[config.mk]
export PLATFORM = sky130hd
export DESIGN_NAME = adc_host_if
export DESIGN_NICKNAME = d
export VERILOG_FILES = /design/src/rtl/adc_host_pkg.sv /design/src/rtl/adc_bus_strobe.sv /design/src/rtl/adc_mode_reg.sv /design/src/rtl/adc_result_hold.sv /design/src/rtl/adc_host_if.sv
export SDC_FILE = /design/constraint.sdc
export NUM_CORES = 1
export LEC_CHECK = 0
export BUFFER_PORTS_ARGS = -buffer_cell sky130_fd_sc_hd__buf_4
export CAP_MARGIN = 30
export CORE_MARGIN = 10
export CORE_UTILIZATION = 41
export CTS_CLUSTER_SIZE = 24
export DETAILED_ROUTE_END_ITERATION = 10
export SYNTH_ARGS = -nofsm -noshare
export SYNTH_HDL_FRONTEND = slang
export SYNTH_HIERARCHICAL = 1
export SYNTH_SLANG_ARGS = --single-unit
[constraint.sdc]
create_clock -name clk -period 1.56 [get_ports clk]
set_input_delay 0.312 -clock clk [delete_from_list [all_inputs] [get_ports clk]]
set_output_delay 0.312 -clock clk [all_outputs]
set_load 0.01 [all_outputs]
[src/rtl/adc_host_pkg.sv]
package adc_host_pkg;
  localparam int RES_W = 12;
  localparam int BUS_W = 8;
  localparam int CH_W  = 2;

  // mode register bit positions (software visible, kept fixed)
  localparam int B_LATCH = 0;
  localparam int B_CAL   = 1;
  localparam int B_SH    = 2;
  localparam int B_PD    = 3;
  localparam int B_RSV0  = 4;
  localparam int B_PF    = 5;
  localparam int B_RSV1  = 6;
  localparam int B_CERR  = 7;

  typedef struct packed {
    logic pd;
    logic sh;
    logic latched;
  } mode_t;
endpackage

[src/rtl/adc_bus_strobe.sv]
module adc_bus_strobe #(
  parameter int BUS_W = 8,
  parameter int CH_W  = 2
) (
  input  logic             clk,
  input  logic             rst,
  input  logic             cs_n,
  input  logic             rd_n,
  input  logic             wr_n,
  input  logic             hbe,
  input  logic             reg_sel,
  input  logic [CH_W-1:0]  addr,
  input  logic [BUS_W-1:0] dq_i,
  output logic             wr_commit,
  output logic             rd_commit,
  output logic             c_hbe,
  output logic             c_rsel,
  output logic [CH_W-1:0]  c_addr,
  output logic [BUS_W-1:0] c_data
);
  logic wr_act, rd_act;
  logic wr_act_q, rd_act_q;

  assign wr_act = ~cs_n & ~wr_n & rd_n;
  assign rd_act = ~cs_n & ~rd_n & wr_n;

  // capture the fields on every active cycle; the last one wins
  always_ff @(posedge clk) begin
    if (rst) begin
      wr_act_q <= 1'b0;
      rd_act_q <= 1'b0;
      c_hbe    <= 1'b0;
      c_rsel   <= 1'b0;
      c_addr   <= '0;
      c_data   <= '0;
    end else begin
      wr_act_q <= wr_act;
      rd_act_q <= rd_act;
      if (wr_act || rd_act) begin
        c_hbe  <= hbe;
        c_rsel <= reg_sel;
        c_addr <= addr;
        c_data <= dq_i;
      end
    end
  end

  // trailing edge of the access
  assign wr_commit = wr_act_q & ~wr_act;
  assign rd_commit = rd_act_q & ~rd_act;

  p_commit_single_r1: assert property (@(posedge clk) disable iff (rst)
    wr_commit |=> !wr_commit);
endmodule

[src/rtl/adc_mode_reg.sv]
module adc_mode_reg
  import adc_host_pkg::*;
#(
  parameter int BUS_W = 8
) (
  input  logic             clk,
  input  logic             rst,
  input  logic             wr_commit,
  input  logic             c_rsel,
  input  logic             c_hbe,
  input  logic [BUS_W-1:0] c_data,
  input  logic             cal_done,
  input  logic             cal_ovf,
  input  logic             pf_evt,
  output mode_t            mode,
  output logic             start_conv,
  output logic             start_cal,
  output logic             cal_busy,
  output logic             cal_err,
  output logic             pf_flag,
  output logic [BUS_W-1:0] reg_rd
);
  logic rsv_bits, mode_wr, data_wr, rsv_wr;

  assign rsv_bits = c_data[B_RSV0] | c_data[B_RSV1];
  assign mode_wr  = wr_commit & c_rsel & c_hbe & ~rsv_bits;
  assign rsv_wr   = wr_commit & c_rsel & (~c_hbe | rsv_bits);
  assign data_wr  = wr_commit & ~c_rsel;

  always_ff @(posedge clk) begin
    if (rst) begin
      mode       <= '0;
      start_conv <= 1'b0;
      start_cal  <= 1'b0;
      cal_busy   <= 1'b0;
      cal_err    <= 1'b0;
      pf_flag    <= 1'b0;
    end else if (pf_evt) begin
      mode       <= '{pd: 1'b1, sh: 1'b0, latched: 1'b0};
      start_conv <= 1'b0;
      start_cal  <= 1'b0;
      cal_busy   <= 1'b0;
      pf_flag    <= 1'b1;
    end else begin
      start_conv <= mode_wr | (data_wr & ~mode.sh);
      start_cal  <= mode_wr & c_data[B_CAL];
      if (mode_wr) begin
        mode.latched <= c_data[B_LATCH];
        mode.sh      <= c_data[B_SH];
        mode.pd      <= c_data[B_PD];
        if (!c_data[B_PF]) pf_flag <= 1'b0;
      end
      if (mode_wr && c_data[B_CAL]) begin
        cal_busy <= 1'b1;
        cal_err  <= 1'b0;
      end else if (cal_done) begin
        cal_busy <= 1'b0;
        if (cal_ovf) cal_err <= 1'b1;
      end
    end
  end

  always_comb begin
    reg_rd          = '0;
    reg_rd[B_LATCH] = mode.latched;
    reg_rd[B_CAL]   = cal_busy;
    reg_rd[B_SH]    = mode.sh;
    reg_rd[B_PD]    = mode.pd;
    reg_rd[B_PF]    = pf_flag;
    reg_rd[B_CERR]  = cal_err;
  end

  p_conv_pulse_r6: assert property (@(posedge clk) disable iff (rst)
    start_conv |=> !start_conv);
  p_cal_busy_r3: assert property (@(posedge clk) disable iff (rst)
    (start_cal && !pf_evt) |=> cal_busy);
  p_cerr_clear_r7: assert property (@(posedge clk) disable iff (rst)
    start_cal |-> !cal_err);
  p_rsv_ignore_r8: assert property (@(posedge clk) disable iff (rst)
    (rsv_wr && !pf_evt) |=> ($stable(mode) && !start_conv && !start_cal));
  p_pf_force_r12: assert property (@(posedge clk) disable iff (rst)
    pf_evt |=> (mode.pd && !mode.sh && !mode.latched && pf_flag));
endmodule

[src/rtl/adc_result_hold.sv]
module adc_result_hold #(
  parameter int RES_W = 12,
  parameter int BUS_W = 8
) (
  input  logic             clk,
  input  logic             rst,
  input  logic             latched,
  input  logic             result_valid,
  input  logic [RES_W-1:0] result,
  input  logic             rd_commit,
  input  logic             c_rsel,
  input  logic             c_hbe,
  input  logic             sel_hi,
  output logic [BUS_W-1:0] byte_out
);
  localparam int HI_W = RES_W - BUS_W;

  logic [RES_W-1:0] res_q;
  logic             held;
  logic             release_rd;

  assign release_rd = rd_commit & ~c_rsel & c_hbe;

  always_ff @(posedge clk) begin
    if (rst) begin
      res_q <= '0;
      held  <= 1'b0;
    end else if (result_valid && (!latched || !held || release_rd)) begin
      res_q <= result;
      held  <= latched;
    end else if (release_rd) begin
      held <= 1'b0;
    end
  end

  always_comb begin
    if (sel_hi) byte_out = {{(BUS_W-HI_W){1'b0}}, res_q[RES_W-1:BUS_W]};
    else        byte_out = res_q[BUS_W-1:0];
  end

  p_hold_stable_r2: assert property (@(posedge clk) disable iff (rst)
    (latched && held && !release_rd) |=> $stable(res_q));
endmodule

[src/rtl/adc_host_if.sv]
module adc_host_if
  import adc_host_pkg::*;
#(
  parameter int RES_W = adc_host_pkg::RES_W,
  parameter int BUS_W = adc_host_pkg::BUS_W,
  parameter int CH_W  = adc_host_pkg::CH_W
) (
  input  logic             clk,
  input  logic             rst,
  input  logic             cs_n,
  input  logic             rd_n,
  input  logic             wr_n,
  input  logic             hbe,
  input  logic             reg_sel,
  input  logic [CH_W-1:0]  addr,
  input  logic [BUS_W-1:0] dq_i,
  output logic [BUS_W-1:0] dq_o,
  output logic             dq_oe,
  input  logic             result_valid,
  input  logic [RES_W-1:0] result,
  input  logic             cal_done,
  input  logic             cal_ovf,
  input  logic             pwr_fail_evt,
  output logic             start_conv,
  output logic             start_cal,
  output logic             latched_mode,
  output logic             sh_mode,
  output logic             pwr_down,
  output logic [CH_W-1:0]  chan
);
  logic             wr_commit, rd_commit, c_hbe, c_rsel;
  logic [CH_W-1:0]  c_addr;
  logic [BUS_W-1:0] c_data, reg_rd, res_byte;
  logic             cal_busy, cal_err, pf_flag;
  mode_t            mode;

  adc_bus_strobe #(.BUS_W(BUS_W), .CH_W(CH_W)) u_strobe (
    .clk(clk), .rst(rst), .cs_n(cs_n), .rd_n(rd_n), .wr_n(wr_n),
    .hbe(hbe), .reg_sel(reg_sel), .addr(addr), .dq_i(dq_i),
    .wr_commit(wr_commit), .rd_commit(rd_commit), .c_hbe(c_hbe),
    .c_rsel(c_rsel), .c_addr(c_addr), .c_data(c_data)
  );

  adc_mode_reg #(.BUS_W(BUS_W)) u_mode (
    .clk(clk), .rst(rst), .wr_commit(wr_commit), .c_rsel(c_rsel),
    .c_hbe(c_hbe), .c_data(c_data), .cal_done(cal_done),
    .cal_ovf(cal_ovf), .pf_evt(pwr_fail_evt), .mode(mode),
    .start_conv(start_conv), .start_cal(start_cal), .cal_busy(cal_busy),
    .cal_err(cal_err), .pf_flag(pf_flag), .reg_rd(reg_rd)
  );

  adc_result_hold #(.RES_W(RES_W), .BUS_W(BUS_W)) u_res (
    .clk(clk), .rst(rst), .latched(mode.latched),
    .result_valid(result_valid), .result(result), .rd_commit(rd_commit),
    .c_rsel(c_rsel), .c_hbe(c_hbe), .sel_hi(hbe), .byte_out(res_byte)
  );

  // channel latch: every data-space write, regardless of mode
  always_ff @(posedge clk) begin
    if (rst)                        chan <= '0;
    else if (wr_commit && !c_rsel)  chan <= c_addr;
  end

  assign latched_mode = mode.latched;
  assign sh_mode      = mode.sh;
  assign pwr_down     = mode.pd;

  assign dq_oe = ~cs_n & ~rd_n;
  assign dq_o  = (reg_sel && hbe) ? reg_rd : res_byte;

  p_sh_no_start_r9: assert property (@(posedge clk) disable iff (rst)
    (wr_commit && !c_rsel && sh_mode && !pwr_fail_evt) |=> !start_conv);
endmodule

Word level (Yosys, flattened, before mapping)
Cells that the tools add are included.
{"block": "op_classes", "reduce_logical": 17, "muxes": 14, "eq_ne": 1, "bitwise_logic": 25}
{"cell": "$mux 8", "n": 2}
{"cell": "$and 1x1->1", "n": 14}
{"cell": "$mux 1", "n": 10}
{"cell": "$not 1->1", "n": 9}
{"cell": "$reduce_bool 2->1", "n": 4}
{"cell": "$mux 3", "n": 2}
{"cell": "$logic_and 1x1->1", "n": 4}
{"cell": "$logic_not 1->1", "n": 3}
{"cell": "$logic_or 1x1->1", "n": 3}
{"cell": "$reduce_and 3->1", "n": 1}
{"cell": "$ne 2x2->1 const B", "n": 1}
{"cell": "$or 1x1->1", "n": 2}
{"cell": "$reduce_and 2->1", "n": 1}
{"cell": "$reduce_or 2->1", "n": 1}
{"block": "totals", "reg_bits": 36, "wordCells": 74, "inputBits": 33}

Longest topological paths before layout
{"block": "logic_depth", "word_depth": 11, "ltp_mapped": 6, "mapped_depth_nobuf": 5}

Cells and area by module
The synthesis kept the hierarchy.
{"module": "adc_result_hold", "cells_each": 67, "area_per_inst_um2": 691.9, "n_inst": 1}
{"module": "adc_bus_strobe", "cells_each": 60, "area_per_inst_um2": 646.9, "n_inst": 1}
{"module": "adc_mode_reg", "cells_each": 43, "area_per_inst_um2": 391.6, "n_inst": 1}
{"module": "adc_host_if", "cells_each": 19, "area_per_inst_um2": 191.4, "n_inst": 1}

Least setup slack after synthesis
OpenSTA, ideal clock, no wires.
{"block": "synth_timing", "path_kind": "input -> output", "from": "input port hbe", "to": "output port dq_o[0]", "arrival_ps": 1081, "t_required_ps": 1248, "n_path_buf": 1, "setup_slack_ps": 167, "cell_stages": 3, "cell_sequence": "buf_2 -> mux2_2 -> mux2_2"}
{"block": "synth_between", "elab_chain_cells": 2}
{"item": "start, declared", "line_no": "adc_host_if.sv:13", "text": "input logic hbe,"}
{"item": "$mux 8", "line_no": "adc_result_hold.sv:37", "text": "if (sel_hi) byte_out = {{(BUS_W-HI_W){1'b0}}, res_q[RES_W-1:BUS_W]};"}
{"item": "named net res_byte[0]", "line_no": "adc_host_if.sv:33", "text": "logic [BUS_W-1:0] c_data, reg_rd, res_byte;"}
{"item": "$mux 8", "line_no": "adc_host_if.sv:69", "text": "assign dq_o = (reg_sel && hbe) ? reg_rd : res_byte;"}
{"item": "end, declared", "line_no": "adc_host_if.sv:17", "text": "output logic [BUS_W-1:0] dq_o,"}
The timed path passes the listed nets, and every way through them passes these cells.

Final worst setup path
{"block": "layout_timing", "from": "register u_res.res_q[1]", "to": "output port dq_o[1]"}
{"block": "layout_between", "elab_chain_cells": 2}
{"item": "start, declared", "line_no": "adc_result_hold.sv:18", "text": "logic [RES_W-1:0] res_q;"}
{"item": "start signal, assigned", "line_no": "adc_result_hold.sv:29", "text": "res_q <= result;"}
{"item": "$mux 8", "line_no": "adc_result_hold.sv:37"}
{"item": "named net res_byte[1]", "line_no": "adc_host_if.sv:33"}
{"item": "$mux 8", "line_no": "adc_host_if.sv:69"}
The timed path passes the listed nets, and every way through them passes these cells.

==> summary.txt <==
Run status
  • Outcome: finished, violations left
  • Failing checks: setup timing

Power
  • Peak supply drop: approximately 0.42 mV
  • P_leak: roughly 0.0010 uW
  • Power per cell area: ~830 nW/um2

STA
  • Final Hold Vio Count: 0
  • RSZ-0062 raised after global routing: true
  • Tmin final: between 1500 and 2000 ps
  • Final setup viols: 2
  • Worst setup margin: -14.4 ps
  • Tcrit/Tclk final: 101%
  • Setup Skew: approximately 8.5 ps
  • Max Freq: between 600 and 700 MHz
  • Slew Limit Fails: 0
  • TNS Setup: -19.1 ps

Clock network
  • CTS sink cnt: 36
  • Setup Buffers After CTS: 0
  • Clock Latency Late Sink: roughly 290 ps
  • H-tree Lvls: 2
  • Root Driver: clkbuf_8
  • Reg clk slew, reported paths: 70 ps
  • CTS max path bufs: 2
  • Num CTS Buffers: 5
  • CTS tree: done

Placed design
  • Dpl cells: ~280
  • Setup Slack @ Placement: ~14 ps
  • PortBufs: 47
  • Final GP Congestion: 0.785
  • HPWL after detailed placement: ~3200 um

Final layout
  • Syn-to-layout area delta: 27.0%
  • Final cell count without fillers: 283
  • Share of layout cells above drive strength 1: a little under two fifths
  • Nets: roughly 260
  • Area of the multi-input gates: roughly 1100 um2
  • FF+latch area: 726 um2
  • Filler Cells Inserted: roughly 400
  • # diodes: 0

Floorplanning
  • Top Ports: 49
  • Initial Util: approximately 43%
  • Total core area: between 4000 and 5000 um2
  • Die width: about 88 um
  • Std-Cell Rows: 24
  • Die height: between 80 and 90 um
  • Die area: between 7000 and 8000 um2

Detailed routing
  • Drt wl/cell: roughly 15 um
  • Drt via density: between 4 and 5
  • Vias: about 1400
  • DR DRC count: 0
  • Total Wirelength: approximately 4100 um
  • Initial DRC count: 43
  • TritonRoute pass-1 iters: 4
  • Antenna-violating nets left: 0

Critical path
  • Most used cell, CP: mux2_4
  • CP Buf/Inv Count: 1
  • Worst setup SP type: flop
  • Worst Path Required: 1250 ps
  • Critical path class: reg -> out
  • Crit Reg-Reg Startpoint: u_strobe/rd_act_q
  • WP depth: 3
  • Critical Path End Type: output port
  • Slowest-stage cell, CP: dfxtp_2
  • Cell family with most CP delay: multiplexers
  • CP Launch Point: u_res/res_q[1]
  • Critical Path AT: 1260 ps
  • Worst Reg-to-Reg Cells: 5
  • Worst-path cell chain: mux2_4 > mux2_4 > buf_6
  • CP Max Fanout: 2
  • Crit-path max cell delay: 330 ps

Yosys
  • Syn Std Cell Area: around 1900 um2
  • Post-Synthesis Cells: about 190
  • Avg Inst Size Synth: approximately 10 um2
  • Yosys warnings: 6

Global route
  • First-pass GRT wire length: ~6700 um
  • Antenna violations before repair: 0
  • GR Overflow Total: 0
  • Vias in the first global route: between 1000 and 1500
  • Global router's overall resource usage: 11.0%
  • Pin count of the biggest net entering global routing: 37

Min path
  • Hold Startpoint: cs_n
  • Hold Path Depth: 2
  • HP Class: in -> reg

Run
  • Max Cap Viol: 0
-- path summary, 6_finish.rpt --
kind / end / slack, ps
max reg2reg: u_res/res_q[2] / 310
max: dq_o[1] / -10
min: u_strobe/rd_act_q / 250
min reg2reg: u_res/res_q[4] / 470
-- worst reg2reg max path: cells and delay by family (launching register included) --
kind,cells,cell delay (ps)
simple gates,1,100
flops,1,310
buf+inv,1,170
mux,1,220
compound gates,2,370
-- sequential cells by signal, summed over array words and instances, names as in the netlist, 2 cells and up --
| name | count |
|---|---|
| chan | 2 |
| u_res/res_q | 12 |
| u_strobe/c_data | 7 |
| u_mode/mode | 3 |
| u_strobe/c_addr | 2 |
-- where the power goes --
part	switching, uW	internal, uW	total (uW)
Combinational	126	192	318
Sequential	25.3	961	987
Clock	354	316	670
Total	506	1470	1980
-- layout by cell type, fill, tap and decap left out, types with 3 or more instances in the layout --
| cell | count |
|---|---|
| nand2b_1 | 49 |
| buf_4 | 46 |
| dfxtp_1 | 32 |
| mux2i_1 | 23 |
| mux2_4 | 7 |
| nor2b_1 | 6 |
| mux2_2 | 5 |
| o21ai_0 | 5 |
| clkbuf_8 | 5 |
| buf_6 | 4 |
| o21a_1 | 4 |
| dfxtp_2 | 4 |
| nor2_1 | 3 |
| nand2_1 | 3 |
| a21oi_1 | 3 |
-- layer usage --
metal	GRT usage, %	up-vias	share of wire (%)
met5	0	-	0
met4	4.35	0	1.5
met3	4.09	4	6.5
met2	19.1	29	50
met1	11.8	640	42
li1	-	704	-
-- per-stage QoR --
stage               hold slack, ps  total power (uW)  cell area (um2)  utilization [%]
finish                         250              1980             2390             54.5
global route                   254              2060             2390             54.5
CTS                            236              2000             2370             54.2
detailed placement             463              1310             2240             51.2
global placement               455              1300             2240             51.2
floorplan                      377              1190             1880                -
-- repair_timing --
action	in CTS	in global routing
hold buffers	0	0
endpoints found under the setup margin	4	6
gates resized for setup	13	3
-- area by class of cell --
| type | count | area share (%) |
|---|---|---|
| clock buffers | 5 | 2.88 |
| clock inverters | 3 | 0.996 |
| inverters | 2 | 0.314 |
| multi-input cells | 133 | 44.7 |
| flip-flops and latches | 36 | 30.4 |
| well taps | 52 | 2.73 |
| repair buffers | 52 | 18.0 |
Note: power is estimated with default switching activity, not from simulation.
